### src/rtl/mmio_ata_pkg.sv
`timescale 1ns/1ps
package mmio_ata_pkg;
   typedef enum logic [1:0] {
      SZ_BYTE = 2'd0,
      SZ_HALF = 2'd1,
      SZ_WORD = 2'd2,
      SZ_RSVD = 2'd3
   } acc_size_e;

   localparam int SEL_W    = 4;
   localparam int SEL_DATA = 0;
   localparam int SEL_CTL  = 8;
   localparam int CMD_LAST = 7;
endpackage

### src/rtl/mmio_ata_decode.sv
`timescale 1ns/1ps
module mmio_ata_decode
   import mmio_ata_pkg::*;
#(
   parameter int WIN_BITS    = 12,
   parameter int STRIDE_BITS = 4,
   parameter int CTL_IDX_A   = 8,
   parameter int CTL_IDX_B   = 22
) (
   input  logic [WIN_BITS-1:0] addr,
   input  acc_size_e           size,
   output logic                hit,
   output logic [SEL_W-1:0]    sel
);
   localparam int IDX_W = WIN_BITS - STRIDE_BITS;

   generate
      if (IDX_W < SEL_W) begin : g_bad_idx
         $error("index field narrower than register select");
      end
      if (CTL_IDX_A >= (1 << IDX_W) || CTL_IDX_B >= (1 << IDX_W)) begin : g_bad_ctl
         $error("control slot outside window");
      end
   endgenerate

   logic [IDX_W-1:0] idx;
   logic             ctl_hit;
   logic             cmd_hit;

   assign idx = addr[WIN_BITS-1:STRIDE_BITS];

   generate
      if (CTL_IDX_A == CTL_IDX_B) begin : g_one_ctl
         assign ctl_hit = (idx == IDX_W'(CTL_IDX_A));
      end else begin : g_two_ctl
         assign ctl_hit = (idx == IDX_W'(CTL_IDX_A)) || (idx == IDX_W'(CTL_IDX_B));
      end
   endgenerate

   assign cmd_hit = (idx != '0) && (idx <= IDX_W'(CMD_LAST));

   always_comb begin
      hit = 1'b0;
      sel = SEL_W'(SEL_DATA);
      unique case (size)
         SZ_BYTE: begin
            if (cmd_hit) begin
               hit = 1'b1;
               sel = idx[SEL_W-1:0];
            end else if (ctl_hit) begin
               hit = 1'b1;
               sel = SEL_W'(SEL_CTL);
            end
         end
         SZ_HALF, SZ_WORD: begin
            hit = (idx == '0);
         end
         default: hit = 1'b0;
      endcase
   end
endmodule

### src/rtl/mmio_ata_swap.sv
`timescale 1ns/1ps
module mmio_ata_swap #(
   parameter int BYTES   = 2,
   parameter bit REVERSE = 1'b1
) (
   input  logic [8*BYTES-1:0] din,
   output logic [8*BYTES-1:0] dout
);
   generate
      if (BYTES < 1) begin : g_bad
         $error("swap needs at least one byte");
      end
      for (genvar i = 0; i < BYTES; i++) begin : g_lane
         if (REVERSE) begin : g_rev
            assign dout[8*i +: 8] = din[8*(BYTES-1-i) +: 8];
         end else begin : g_pass
            assign dout[8*i +: 8] = din[8*i +: 8];
         end
      end
   endgenerate
endmodule

### src/rtl/mmio_ata_lane.sv
`timescale 1ns/1ps
module mmio_ata_lane
   import mmio_ata_pkg::*;
#(
   parameter int DATA_W   = 32,
   parameter bit BIG_BUS  = 1'b1
) (
   input  acc_size_e         wr_size,
   input  logic [DATA_W-1:0] bus_wdata,
   output logic [DATA_W-1:0] dev_wdata,
   input  acc_size_e         rd_size,
   input  logic              rd_hit,
   input  logic [DATA_W-1:0] dev_rdata,
   output logic [DATA_W-1:0] rd_result
);
   localparam int HALF_W = DATA_W / 2;

   generate
      if (DATA_W != 32) begin : g_bad_w
         $error("lane logic is built for a 32-bit bus");
      end
   endgenerate

   logic [HALF_W-1:0] wr_half_sw, rd_half_sw;
   logic [DATA_W-1:0] wr_word_sw, rd_word_sw;

   mmio_ata_swap #(.BYTES(HALF_W/8), .REVERSE(BIG_BUS)) u_wr_half (
      .din(bus_wdata[HALF_W-1:0]), .dout(wr_half_sw));
   mmio_ata_swap #(.BYTES(DATA_W/8), .REVERSE(BIG_BUS)) u_wr_word (
      .din(bus_wdata), .dout(wr_word_sw));
   mmio_ata_swap #(.BYTES(HALF_W/8), .REVERSE(BIG_BUS)) u_rd_half (
      .din(dev_rdata[HALF_W-1:0]), .dout(rd_half_sw));
   mmio_ata_swap #(.BYTES(DATA_W/8), .REVERSE(BIG_BUS)) u_rd_word (
      .din(dev_rdata), .dout(rd_word_sw));

   always_comb begin
      unique case (wr_size)
         SZ_BYTE: dev_wdata = {{(DATA_W-8){1'b0}}, bus_wdata[7:0]};
         SZ_HALF: dev_wdata = {{HALF_W{1'b0}}, wr_half_sw};
         SZ_WORD: dev_wdata = wr_word_sw;
         default: dev_wdata = '0;
      endcase
   end

   always_comb begin
      unique case (rd_size)
         SZ_BYTE: rd_result = rd_hit ? {{(DATA_W-8){1'b0}}, dev_rdata[7:0]}
                                     : {{(DATA_W-8){1'b0}}, 8'hFF};
         SZ_HALF: rd_result = rd_hit ? {{HALF_W{1'b0}}, rd_half_sw}
                                     : {{HALF_W{1'b0}}, {HALF_W{1'b1}}};
         SZ_WORD: rd_result = rd_hit ? rd_word_sw : '1;
         default: rd_result = '1;
      endcase
   end
endmodule

### src/rtl/mmio_ata_bridge.sv
`timescale 1ns/1ps
module mmio_ata_bridge
   import mmio_ata_pkg::*;
#(
   parameter int ADDR_W      = 32,
   parameter int WIN_BITS    = 12,
   parameter int STRIDE_BITS = 4,
   parameter int CTL_IDX_A   = 8,
   parameter int CTL_IDX_B   = 22
) (
   input  logic              clk,
   input  logic              rst,
   input  logic              bus_valid,
   output logic              bus_ready,
   input  logic              bus_write,
   input  logic [1:0]        bus_size,
   input  logic [ADDR_W-1:0] bus_addr,
   input  logic [31:0]       bus_wdata,
   output logic              rsp_valid,
   output logic [31:0]       rsp_rdata,
   output logic              dev_reset,
   output logic              dev_rd,
   output logic              dev_wr,
   output logic [3:0]        dev_sel,
   output logic [31:0]       dev_wdata,
   input  logic [31:0]       dev_rdata
);
   localparam int DATA_W = 32;

   generate
      if (ADDR_W < WIN_BITS) begin : g_bad_addr
         $error("address narrower than window");
      end
      if (WIN_BITS <= STRIDE_BITS) begin : g_bad_win
         $error("window must exceed stride");
      end
   endgenerate

   logic              accept;
   acc_size_e         cur_size;
   logic              dec_hit;
   logic [SEL_W-1:0]  dec_sel;
   logic [DATA_W-1:0] lane_wdata;
   logic [DATA_W-1:0] lane_rdata;

   logic              pend_rd, pend_wr, rsp_q, rsp_hit;
   acc_size_e         rsp_size;
   logic [SEL_W-1:0]  pend_sel;
   logic [DATA_W-1:0] pend_wdata;
   logic              rst_d, rst_pulse;

   logic unused_addr_bits;
   assign unused_addr_bits = ^{bus_addr[ADDR_W-1:WIN_BITS], bus_addr[STRIDE_BITS-1:0]};

   assign cur_size  = acc_size_e'(bus_size);
   assign bus_ready = ~rst_pulse;
   assign accept    = bus_valid & bus_ready;

   mmio_ata_decode #(
      .WIN_BITS(WIN_BITS), .STRIDE_BITS(STRIDE_BITS),
      .CTL_IDX_A(CTL_IDX_A), .CTL_IDX_B(CTL_IDX_B)
   ) u_decode (
      .addr(bus_addr[WIN_BITS-1:0]), .size(cur_size),
      .hit(dec_hit), .sel(dec_sel)
   );

   mmio_ata_lane #(.DATA_W(DATA_W), .BIG_BUS(1'b1)) u_lane (
      .wr_size(cur_size), .bus_wdata(bus_wdata), .dev_wdata(lane_wdata),
      .rd_size(rsp_size), .rd_hit(rsp_hit), .dev_rdata(dev_rdata),
      .rd_result(lane_rdata)
   );

   always_ff @(posedge clk) begin
      if (rst) begin
         rst_d     <= 1'b1;
         rst_pulse <= 1'b1;
      end else begin
         rst_d     <= 1'b0;
         rst_pulse <= rst_d;
      end
   end

   always_ff @(posedge clk) begin
      if (rst) begin
         pend_rd    <= 1'b0;
         pend_wr    <= 1'b0;
         rsp_q      <= 1'b0;
         rsp_hit    <= 1'b0;
         rsp_size   <= SZ_BYTE;
         pend_sel   <= '0;
         pend_wdata <= '0;
      end else begin
         pend_rd <= accept & ~bus_write & dec_hit;
         pend_wr <= accept &  bus_write & dec_hit;
         rsp_q   <= accept & ~bus_write;
         if (accept) begin
            pend_sel   <= dec_sel;
            pend_wdata <= lane_wdata;
            rsp_size   <= cur_size;
            rsp_hit    <= dec_hit;
         end
      end
   end

   assign dev_reset = rst_pulse;
   assign dev_rd    = pend_rd;
   assign dev_wr    = pend_wr;
   assign dev_sel   = pend_sel;
   assign dev_wdata = pend_wdata;
   assign rsp_valid = rsp_q;
   assign rsp_rdata = rsp_q ? lane_rdata : '0;

   p_strobe_excl_r9: assert property (@(posedge clk) disable iff (rst)
      !(dev_rd && dev_wr));

   p_rsp_after_read_r9: assert property (@(posedge clk) disable iff (rst)
      (bus_valid && bus_ready && !bus_write) |=> rsp_valid);

   p_unmapped_quiet_r4: assert property (@(posedge clk) disable iff (rst)
      (accept && !dec_hit) |=> (!dev_rd && !dev_wr));

   p_reset_clears_r8: assert property (@(posedge clk)
      rst |=> (!dev_rd && !dev_wr && !rsp_valid));

   p_reset_pulse_r8: assert property (@(posedge clk)
      $fell(rst) |-> dev_reset);

   p_reset_holds_off_r8: assert property (@(posedge clk)
      rst |=> !bus_ready);
endmodule

### config.mk
export PLATFORM = sky130hd
export DESIGN_NAME = mmio_ata_bridge
export DESIGN_NICKNAME = d
export VERILOG_FILES = /design/src/rtl/mmio_ata_pkg.sv /design/src/rtl/mmio_ata_decode.sv /design/src/rtl/mmio_ata_swap.sv /design/src/rtl/mmio_ata_lane.sv /design/src/rtl/mmio_ata_bridge.sv
export SDC_FILE = /design/constraint.sdc
export NUM_CORES = 1
export LEC_CHECK = 0
export BUFFER_PORTS_ARGS = -buffer_cell sky130_fd_sc_hd__buf_2
export CORE_MARGIN = 3
export CORE_UTILIZATION = 33
export CTS_BUF_LIST = sky130_fd_sc_hd__clkbuf_16
export DETAILED_ROUTE_END_ITERATION = 10
export PLACE_DENSITY = 0.71
export SETUP_SLACK_MARGIN = 0.02
export SLEW_MARGIN = 20
export SYNTH_ARGS = -nofsm -noshare
export SYNTH_HDL_FRONTEND = slang
export SYNTH_SLANG_ARGS = --single-unit
### constraint.sdc
create_clock -name clk -period 1.7 [get_ports clk]
set_clock_uncertainty 0.15 [all_clocks]
set_input_delay 0.255 -clock clk [delete_from_list [all_inputs] [get_ports clk]]
set_output_delay 0.255 -clock clk [all_outputs]
set_load 0.02 [all_outputs]
==> flow_summary.ini, run 1 <==
[grt]
grt_usage = 0.2021
first_global_vias = 2546
grt_max_degree = 27
grt_pass1_wl_um = 12480
antenna_found_initial = 0
overflow = 0

[cells_and_area]
regArea_um2 = 889.6
final_cell_count_no_fill = 508
postLayoutCoreUtil = 0.5973
final_cell_mix = 122 x buf_2, 41 x dfxtp_1, 33 x buf_4, 26 x buf_6, 24 x a22o_1
final_area_um2 = 3901
syn_to_final_growth_pct = 71.41
layout-drive-gt1-share = 0.5615
nets = 537
final_common_cell = buf_2
multi_input_area_um2 = 1463
n_antenna_cell = 0
fill_cells = 584

[cts]
postCtsHoldBufs = 0
clock_sinks = 44
cts-root-buf = clkbuf_16
clock_path_buffers = 2
cts_tree = done
ctsHtreeMaxLevel = 2
path_clk_slew_ns = 0.06
cts_buffers = 5
worst_skew_pair.late_latency_ns = 0.28

[placed_design]
gp_congestion = 0.8530
dp_cells = 492
dpl.hpwl_um = 6218
place_area_um2 = 3291
io_buffer_count = 150

[logic_synthesis]
mappedNetlistNets = 369
synth_top_cell_by_area = dfxtp_1
syn_avg_cell_area_um2 = 8.654
ys.flop_type = dfxtp_1
synthCells = 263
synth_area_leaders = dfxtp_1 39%, a22o_1 9.2%, nor2_1 5.3%
yosys_warnings = 0
async_flop_share = 0
ys_seq_elements = 44
synth_edf_count = 0
yosys.area.top_type_share = 0.3870
syn_area_um2 = 2276
ys_seq_area_frac = 0.3870
synth_cell_types = 33

[timing]
slew_viol_final = 0
fin_crit_ns = 1.898
fmax_ghz = 0.5270
tns_ns = -4.825
worstMarginPinSlew_ns = 0.7253
whs_ns = 0.01002
hold_viol = 0
max_slew_margin = 0.5159
finalCritPeriodShare = 1.116
timing.final.ws_setup_ns = -0.1976
rsz0062_at_grt = true
final-setup-viol-count = 32

[outcome]
violations = negative setup slack
status = finished, violations left

[die]
core_area_um2 = 6531
row_count = 29
die-area_um2 = 7929
fp.dieH_um = 89.05
io_pins = 175
dieWidth_um = 89.05
initial_core_util = 0.3485

[job]
maxCapViolations = 0

[power]
vdd_ir_drop_max_uv = 389.8
p_leak_uw = 0.001825
power_density_nw_per_um2 = 690.7

[worst_setup_path]
path_class = reg -> out
cp-end-kind = output port
reg2reg_depth = 4
reg2reg_to = dev_rd
start_kind = register
r2r_start = dev_reset
worst_ep_arrival_time_ns = 1.49
rrSetupSlack_ns = 0.11
required_ns = 1.29
critPathMaxFanout = 6

[routing]
route.detailed.drc = 0
firstDrtPassIters = 6
postRouteAntennaNets = 0
met1_length_um = 3602
met2_length_um = 4304
dr_wl_met3_um = 530
maxUsedRoutingLayer = met4
wl_um = 8649
wire_per_inst_um = 17.03
via_per_inst = 5.354
num_vias = 2720
drtIter0Drc = 239

[min_path]
min_to = rsp_valid
hold_start = bus_write
hold_depth = 2
hp-class = in -> reg
worst max-delay path by stage:
stage                start             to  slack (ns)
2_1_floorplan  rsp_size[1]   rsp_rdata[7]       -0.01
3_3_place_gp     bus_valid  dev_wdata[25]       -0.17
3_5_place_dp   bus_addr[9]         dev_rd       -0.11
4_1_cts        rsp_size[1]   rsp_rdata[3]       -0.18
5_1_grt        rsp_size[1]   rsp_rdata[3]       -0.24
6_report       rsp_size[1]   rsp_rdata[4]       -0.20
cell type report:
class | instances | area share
Multi-Input combinational cell | 191 | 0.3749
Sequential cell | 44 | 0.2280
Clock inverter | 2 | 0.01539
Inverter | 3 | 0.002886
Tap cell | 77 | 0.02470
Timing Repair Buffer | 186 | 0.3220
Clock buffer | 5 | 0.03207
synthesized netlist by cell type (2+ instances only):
library cell and number:
a22oi_1 11, o21ai_0 8, a21oi_1 18, buf_2 4, dfxtp_1 44, ha_1 4
nand2_1 4, nor3_1 11, clkbuf_1 18, o22ai_1 8, nor2b_1 2, a32oi_1 2
buf_1 3, inv_1 3, a21boi_0 8, a21o_1 2, a22o_1 24, nor2_1 32
mux2_2 8, nand2b_1 13, o21a_1 16, a222oi_1 8, and2_1 2
critical path, stage by stage (launching register included):
cell	delay [ns]
dfxtp_4	0.37
buf_12	0.12
mux2_2	0.35
o22ai_2	0.12
a21boi_1	0.08
buf_2	0.16
registers in the layout, indices dropped and copies added, names as in the netlist:
name	flops
dev_rd	1
dev_wdata	32
rst_d	1
rsp_hit	1
rsp_size	2
dev_reset	1
rsp_valid	1
dev_wr	1
dev_sel	4
logic make-up after synthesis:
logic type                 Yosys count  share of synthesized area
buffers and inverters               28                    0.04838
DFF                                 44                     0.3870
adders and majority gates            4                    0.02199
muxes                                8                    0.03958
AOI/OAI and AO/OA                  106                     0.3392
and+or+nand+nor                     73                     0.1638
stage by stage:
stage	total power [uW]	worst slack, ns
2_1_floorplan	1257	-0.01346
3_3_place_gp	1451	-0.1714
3_5_place_dp	1456	-0.1078
4_1_cts	2689	-0.1846
5_1_grt	2788	-0.2365
6_report	2695	-0.1976
what timing repair did:
action | in CTS | in global routing
pin swaps | 2 | 16
setup buffers | 7 | 0
endpoints found under the setup margin | 32 | 51
gates cloned | 0 | 2
resized for setup | 66 | 32
power by group:
part	total (uW)	leakage, uW	internal, uW	switching, uW
Clock	1210	0.0000899	833	382
Sequential	1060	0.000358	1050	10.5
Combinational	424	0.00138	204	220
Total	2690	0.00183	2080	612
layer usage:
layer / global-route usage / vias to the layer above
met2: 0.3144 / 110
met3: 0.04608 / 20
met4: 0.08254 / 0
met5: 0 / -
met1: 0.2702 / 1275
li1: - / 1315
No activity file was read; power rests on OpenSTA's default activity.
==> run 2, diff against run 1 <==
MAX_ROUTING_LAYER = met4   (was unset)
SETUP_SLACK_MARGIN = 0.1   (was 0.02)
==> run 2 against run 1 <==
Compared with the run above:
- the run still ends with negative setup slack left
- register-to-register slack improved by 0.04 ns
- power fell by 8.1%
- flip-flop and latch count did not move
- largest cell class unchanged
==> flow_summary.ini, run 2 (same netlist as run 1, synthesis figures left out) <==
[worst_setup_path]
path_class = reg -> out
r2r_start = dev_reset
start_kind = register
rrSetupSlack_ns = 0.15
crit_chain = buf_12 -> mux2_4 -> o22ai_4 -> a21boi_2 -> buf_6
reg2reg_depth = 4
worst_ep_arrival_time_ns = 1.45
cp-end-kind = output port
slowest_delay_ns = 0.39
crit_path_start = rsp_size[1]
critPathMaxFanout = 6
reg2reg_to = dev_wr
required_ns = 1.29
slowest_stage = dfxtp_4

[power]
vdd_ir_drop_max_uv = 549.4
p_leak_uw = 0.001786
p_total_uw = 2477
power_density_nw_per_um2 = 651.3

[outcome]
violations = negative setup slack
status = finished, violations left

[die]
core_area_um2 = 6531
dieWidth_um = 89.05
fp.dieH_um = 89.05
row_count = 29
io_pins = 175
die-area_um2 = 7929
initial_core_util = 0.3485

[timing]
worstMarginPinSlew_ns = 0.7013
finalCritPeriodShare = 1.093
fmax_ghz = 0.5382
slew_viol_final = 0
timing.final.ws_setup_ns = -0.1579
rsz0062_at_grt = true
final-setup-viol-count = 32
fin_crit_ns = 1.858
max_slew_margin = 0.5319
hold_viol = 0

[grt]
grt_pass1_wl_um = 11990
antenna_found_initial = 0
grt_usage = 0.2013
grt_max_degree = 21
overflow = 0
first_global_vias = 2488

[routing]
wl_um = 8165
num_vias = 2651
wire_per_inst_um = 16.33
via_per_inst = 5.302
drtIter0Drc = 149
firstDrtPassIters = 4
route.detailed.drc = 0
postRouteAntennaNets = 0

[cells_and_area]
layout-drive-gt1-share = 0.5981
syn_to_final_growth_pct = 67.12
final_area_um2 = 3804
final_common_cell = buf_2
regArea_um2 = 889.6
n_antenna_cell = 0
final_cell_mix = 125 x buf_2, 41 x dfxtp_1, 32 x buf_4, 24 x a22o_1, 22 x nor2_1
fill_cells = 600
largest_reg_flops = 32
multi_input_area_um2 = 1520
nets = 528

[cts]
clock_sinks = 44
cts_buffers = 5
clock_path_buffers = 2
path_clk_slew_ns = 0.06
cts_tree = done
cts-root-buf = clkbuf_16
worst_skew_pair.late_latency_ns = 0.28
ctsHtreeMaxLevel = 2

[job]
maxCapViolations = 0

[min_path]
hp-class = in -> reg
hold_start = bus_wdata[11]
min_to = dev_wdata[19]
hold_depth = 2

[placed_design]
place_area_um2 = 3317
io_buffer_count = 150
dpl.hpwl_um = 6162
gp_congestion = 0.8916
## run 2: cell types whose count changed in the layout (fill, tap and decap cells not counted), moves of 3 or more
| cell | delta |
|---|---|
| a21boi_2 | +4 |
| mux2_4 | +3 |
| o21a_2 | +10 |
| a21boi_1 | -4 |
| o21a_1 | -10 |
| buf_2 | +3 |
| mux2_2 | -3 |
| buf_6 | -11 |
## run 2: per-stage QoR
| stage | cells | setup TNS (ns) | setup slack [ns] | utilization | hold WS [ns] |
|---|---|---|---|---|---|
| after floorplan | 263 | 0 | 0.1001 | - | 0.1327 |
| after CTS | 500 | -2.706 | -0.1847 | 0.5707 | 0.04485 |
| after global placement | 489 | -3.484 | -0.1892 | 0.5075 | 0.2469 |
| after global routing | 500 | -5.514 | -0.2235 | 0.5824 | 0.03886 |
| final | 500 | -3.087 | -0.1579 | 0.5824 | 0.05048 |
| after detailed placement | 489 | -0.4207 | -0.08517 | 0.5079 | 0.2487 |
## run 2: worst max-delay path by stage
stage / endpoint / cells past startpoint
CTS: rsp_rdata[2] / 5
finish: rsp_rdata[6] / 5
floorplan: dev_wr / 5
global placement: dev_wdata[29] / 4
detailed placement: dev_wr / 5
global route: rsp_rdata[17] / 3
## run 2: worst max-delay path: cells and delay by family (launching register included)
| kind | cells | cell delay (ns) |
|---|---|---|
| buf+inv | 2 | 0.26 |
| compound gates | 2 | 0.22 |
| flops | 1 | 0.39 |
| mux | 1 | 0.31 |
## run 2: report_power, final
part	leakage (uW)	total [uW]	switching [uW]	internal, uW
Combinational	0.00135	425	220	205
Sequential	0.000357	1060	11.4	1050
Clock	0.0000832	994	369	625
Total	0.00179	2480	601	1880
## run 2: per-layer routing
| metal | global-route usage | up-vias | routed length, um |
|---|---|---|---|
| met1 | 0.2591 | 1244 | 3486 |
| li1 | - | 1300 | - |
| met2 | 0.3138 | 91 | 4181 |
| met4 | 0.05277 | 0 | 125 |
| met3 | 0.05346 | 16 | 372 |
| met5 | - | - | 0 |
## run 2: final cells by class
type	instances	area share
clock inverter	2	0.002303
sequential	44	0.2339
timing repair buffer	177	0.2964
tap	77	0.02533
inverter	3	0.002961
multi-input combinational	191	0.3997
clock buffer	6	0.03947
## run 2: repair_timing
action | 4_1_cts | 5_1_grt
resized for setup | 66 | 21
gates cloned | 1 | 0
pin swaps | 14 | 7
hold endpoints to repair | 1 | 0
setup endpoints to repair | 34 | 43
buffers inserted | 1 | 0
hold buffers | 1 | 0
==> run 3, diff against run 2 <==
CORE_UTILIZATION = 36   (was 33)
PLACE_DENSITY = 0.77   (was 0.71)
==> run 3 against run 2 <==
Compared with the run above:
- the flow still finishes with violations (negative setup slack)
- cell count is 1.0% lower
- flip-flop and latch count stayed put
- register-to-register slack better by 0.03 ns
- global-route usage is 1.5 points higher
- wire length is 4.2% higher
- via count is 0.72% higher
- combinational power hardly changed
- critical endpoint is now rsp_rdata[22]
- non-clock buffer count is 3 lower
- utilization is 4.2 points higher
- worst hold slack worse by 0.0020 ns
==> flow_summary.ini, run 3 (same netlist as run 1, synthesis figures left out) <==
[outcome]
status = finished, violations left
violations = negative setup slack

[power]
pwr-share-comb = 0.163
p_sw_frac = 0.2508
p_seq_frac = 0.408
power_density_nw_per_um2 = 689.6
p_total_uw = 2594
p_leak_uw = 0.001773
clockPowerShare = 0.429
p_int_uw = 1943
vdd_ir_drop_max_uv = 466.4
switchingPower_uw = 650.4

[cts]
path_clk_slew_ns = 0.06
clock_path_buffers = 2
clock_sinks = 44
cts-root-buf = clkbuf_16
worst_skew_pair.late_latency_ns = 0.28
ctsHtreeMaxLevel = 2
cts_tree = done
cts_buffers = 5

[routing]
firstDrtPassIters = 4
postRouteAntennaNets = 0
route.detailed.drc = 0
wire_per_inst_um = 17.18
via_per_inst = 5.394
wl_um = 8504
num_vias = 2670
drtIter0Drc = 152

[worst_setup_path]
path_class = reg -> out
required_ns = 1.29
worst_ep_arrival_time_ns = 1.49
critPathMaxFanout = 16
crit_end = rsp_rdata[22]
r2r_start = dev_reset
cp-end-kind = output port
reg2reg_to = dev_wdata[31]
start_kind = register
crit_path_start = rsp_size[0]
reg2reg_depth = 3
rrSetupSlack_ns = 0.18

[placed_design]
io_buffer_count = 150
gp_congestion = 0.9326
place_area_um2 = 3282
dpl.hpwl_um = 6219
dp_cells = 483

[die]
row_count = 28
fp.dieH_um = 85.51
dieWidth_um = 85.51
io_pins = 175
initial_core_util = 0.3777
core_area_um2 = 6026
die-area_um2 = 7312

[grt]
first_global_vias = 2569
antenna_found_initial = 0
overflow = 0
grt_usage = 0.2165
grt_max_degree = 32
grt_pass1_wl_um = 12440

[timing]
final-setup-viol-count = 32
slew_viol_final = 0
rsz0062_at_grt = true
fmax_ghz = 0.5274
hold_viol = 0
worstMarginPinSlew_ns = 0.6716
timing.final.ws_setup_ns = -0.1963
whs_ns = 0.04844
fin_crit_ns = 1.896
finalCritPeriodShare = 1.115
max_slew_margin = 0.5518

[cells_and_area]
syn_to_final_growth_pct = 65.26
n_antenna_cell = 0
layout-drive-gt1-share = 0.5881
final_cell_count_no_fill = 495
final_area_um2 = 3761
nets = 525
fill_cells = 518
multi_input_area_um2 = 1519
largest_reg_flops = 32
regArea_um2 = 889.6
final_cell_mix = 136 x buf_2, 41 x dfxtp_1, 24 x a22o_1, 23 x nor2_1
final_common_cell = buf_2

[min_path]
hp-class = in -> reg

[job]
maxCapViolations = 0
==> run 3: cell types whose count changed in the layout (fill, tap and decap cells not counted), sizes merged <==
cell,delta
bufinv,+1
buf,-4
clkinv,+1
inv,-1
==> run 3: how the worst min path moves through the flow <==
stage,depth (start not counted),start,endpoint,slack (ns)
final,2,bus_wdata[11],dev_wdata[19],0.05
after global routing,2,bus_wdata[13],dev_wdata[21],0.05
after CTS,2,bus_wdata[11],dev_wdata[19],0.05
after detailed placement,1,rst_d,dev_reset,0.25
after global placement,1,rst_d,dev_reset,0.25
after floorplan,0,rst,rst_d,0.13
==> run 3: worst max-delay path, stage by stage (launching register included) <==
cell and delay, ns:
dfxtp_1 0.45, nand2b_2 0.40, o21a_2 0.19, buf_2 0.16
==> run 3: per-layer routing <==
layer  global-route usage  part of all wire
met1               0.2457              0.40
met2               0.3785              0.51
met3              0.04227             0.072
met4              0.07626             0.023
met5                    -                 0
==> run 3: power by group through the flow <==
stage / sequential (uW) / combinational, uW / clock [uW]
2_1_floorplan: 1100 / 169 / 0
3_3_place_gp: 1080 / 365 / 0
3_5_place_dp: 1080 / 371 / 0
4_1_cts: 1060 / 389 / 1130
5_1_grt: 1060 / 455 / 1190
6_report: 1060 / 423 / 1110
==> run 3: final cells by class <==
type / count / area share
Clock buffer: 5 / 0.03327
Clock inverter: 3 / 0.01264
Inverter: 3 / 0.002994
Multi-Input combinational cell: 191 / 0.4039
Sequential cell: 44 / 0.2365
Tap cell: 75 / 0.02495
Timing Repair Buffer: 174 / 0.2858
==> run 3: repair_timing <==
item | 4_1_cts | 5_1_grt
setup endpoints to repair | 54 | 51
gates resized for setup | 35 | 37
gates cloned | 0 | 1
pin swaps | 0 | 21
hold buffers | 1 | 0
buffers inserted | 2 | 0
endpoints found under the hold margin | 1 | 0
==> run 3: per-stage QoR <==
| stage | TNS, ns | setup slack, ns | util |
|---|---|---|---|
| 2_1_floorplan | 0 | 0.1001 | - |
| 3_3_place_gp | -2.867 | -0.1490 | 0.5446 |
| 3_5_place_dp | -3.267 | -0.1599 | 0.5446 |
| 4_1_cts | -4.147 | -0.2189 | 0.5953 |
| 5_1_grt | -6.484 | -0.2467 | 0.6242 |
| 6_report | -4.907 | -0.1963 | 0.6242 |
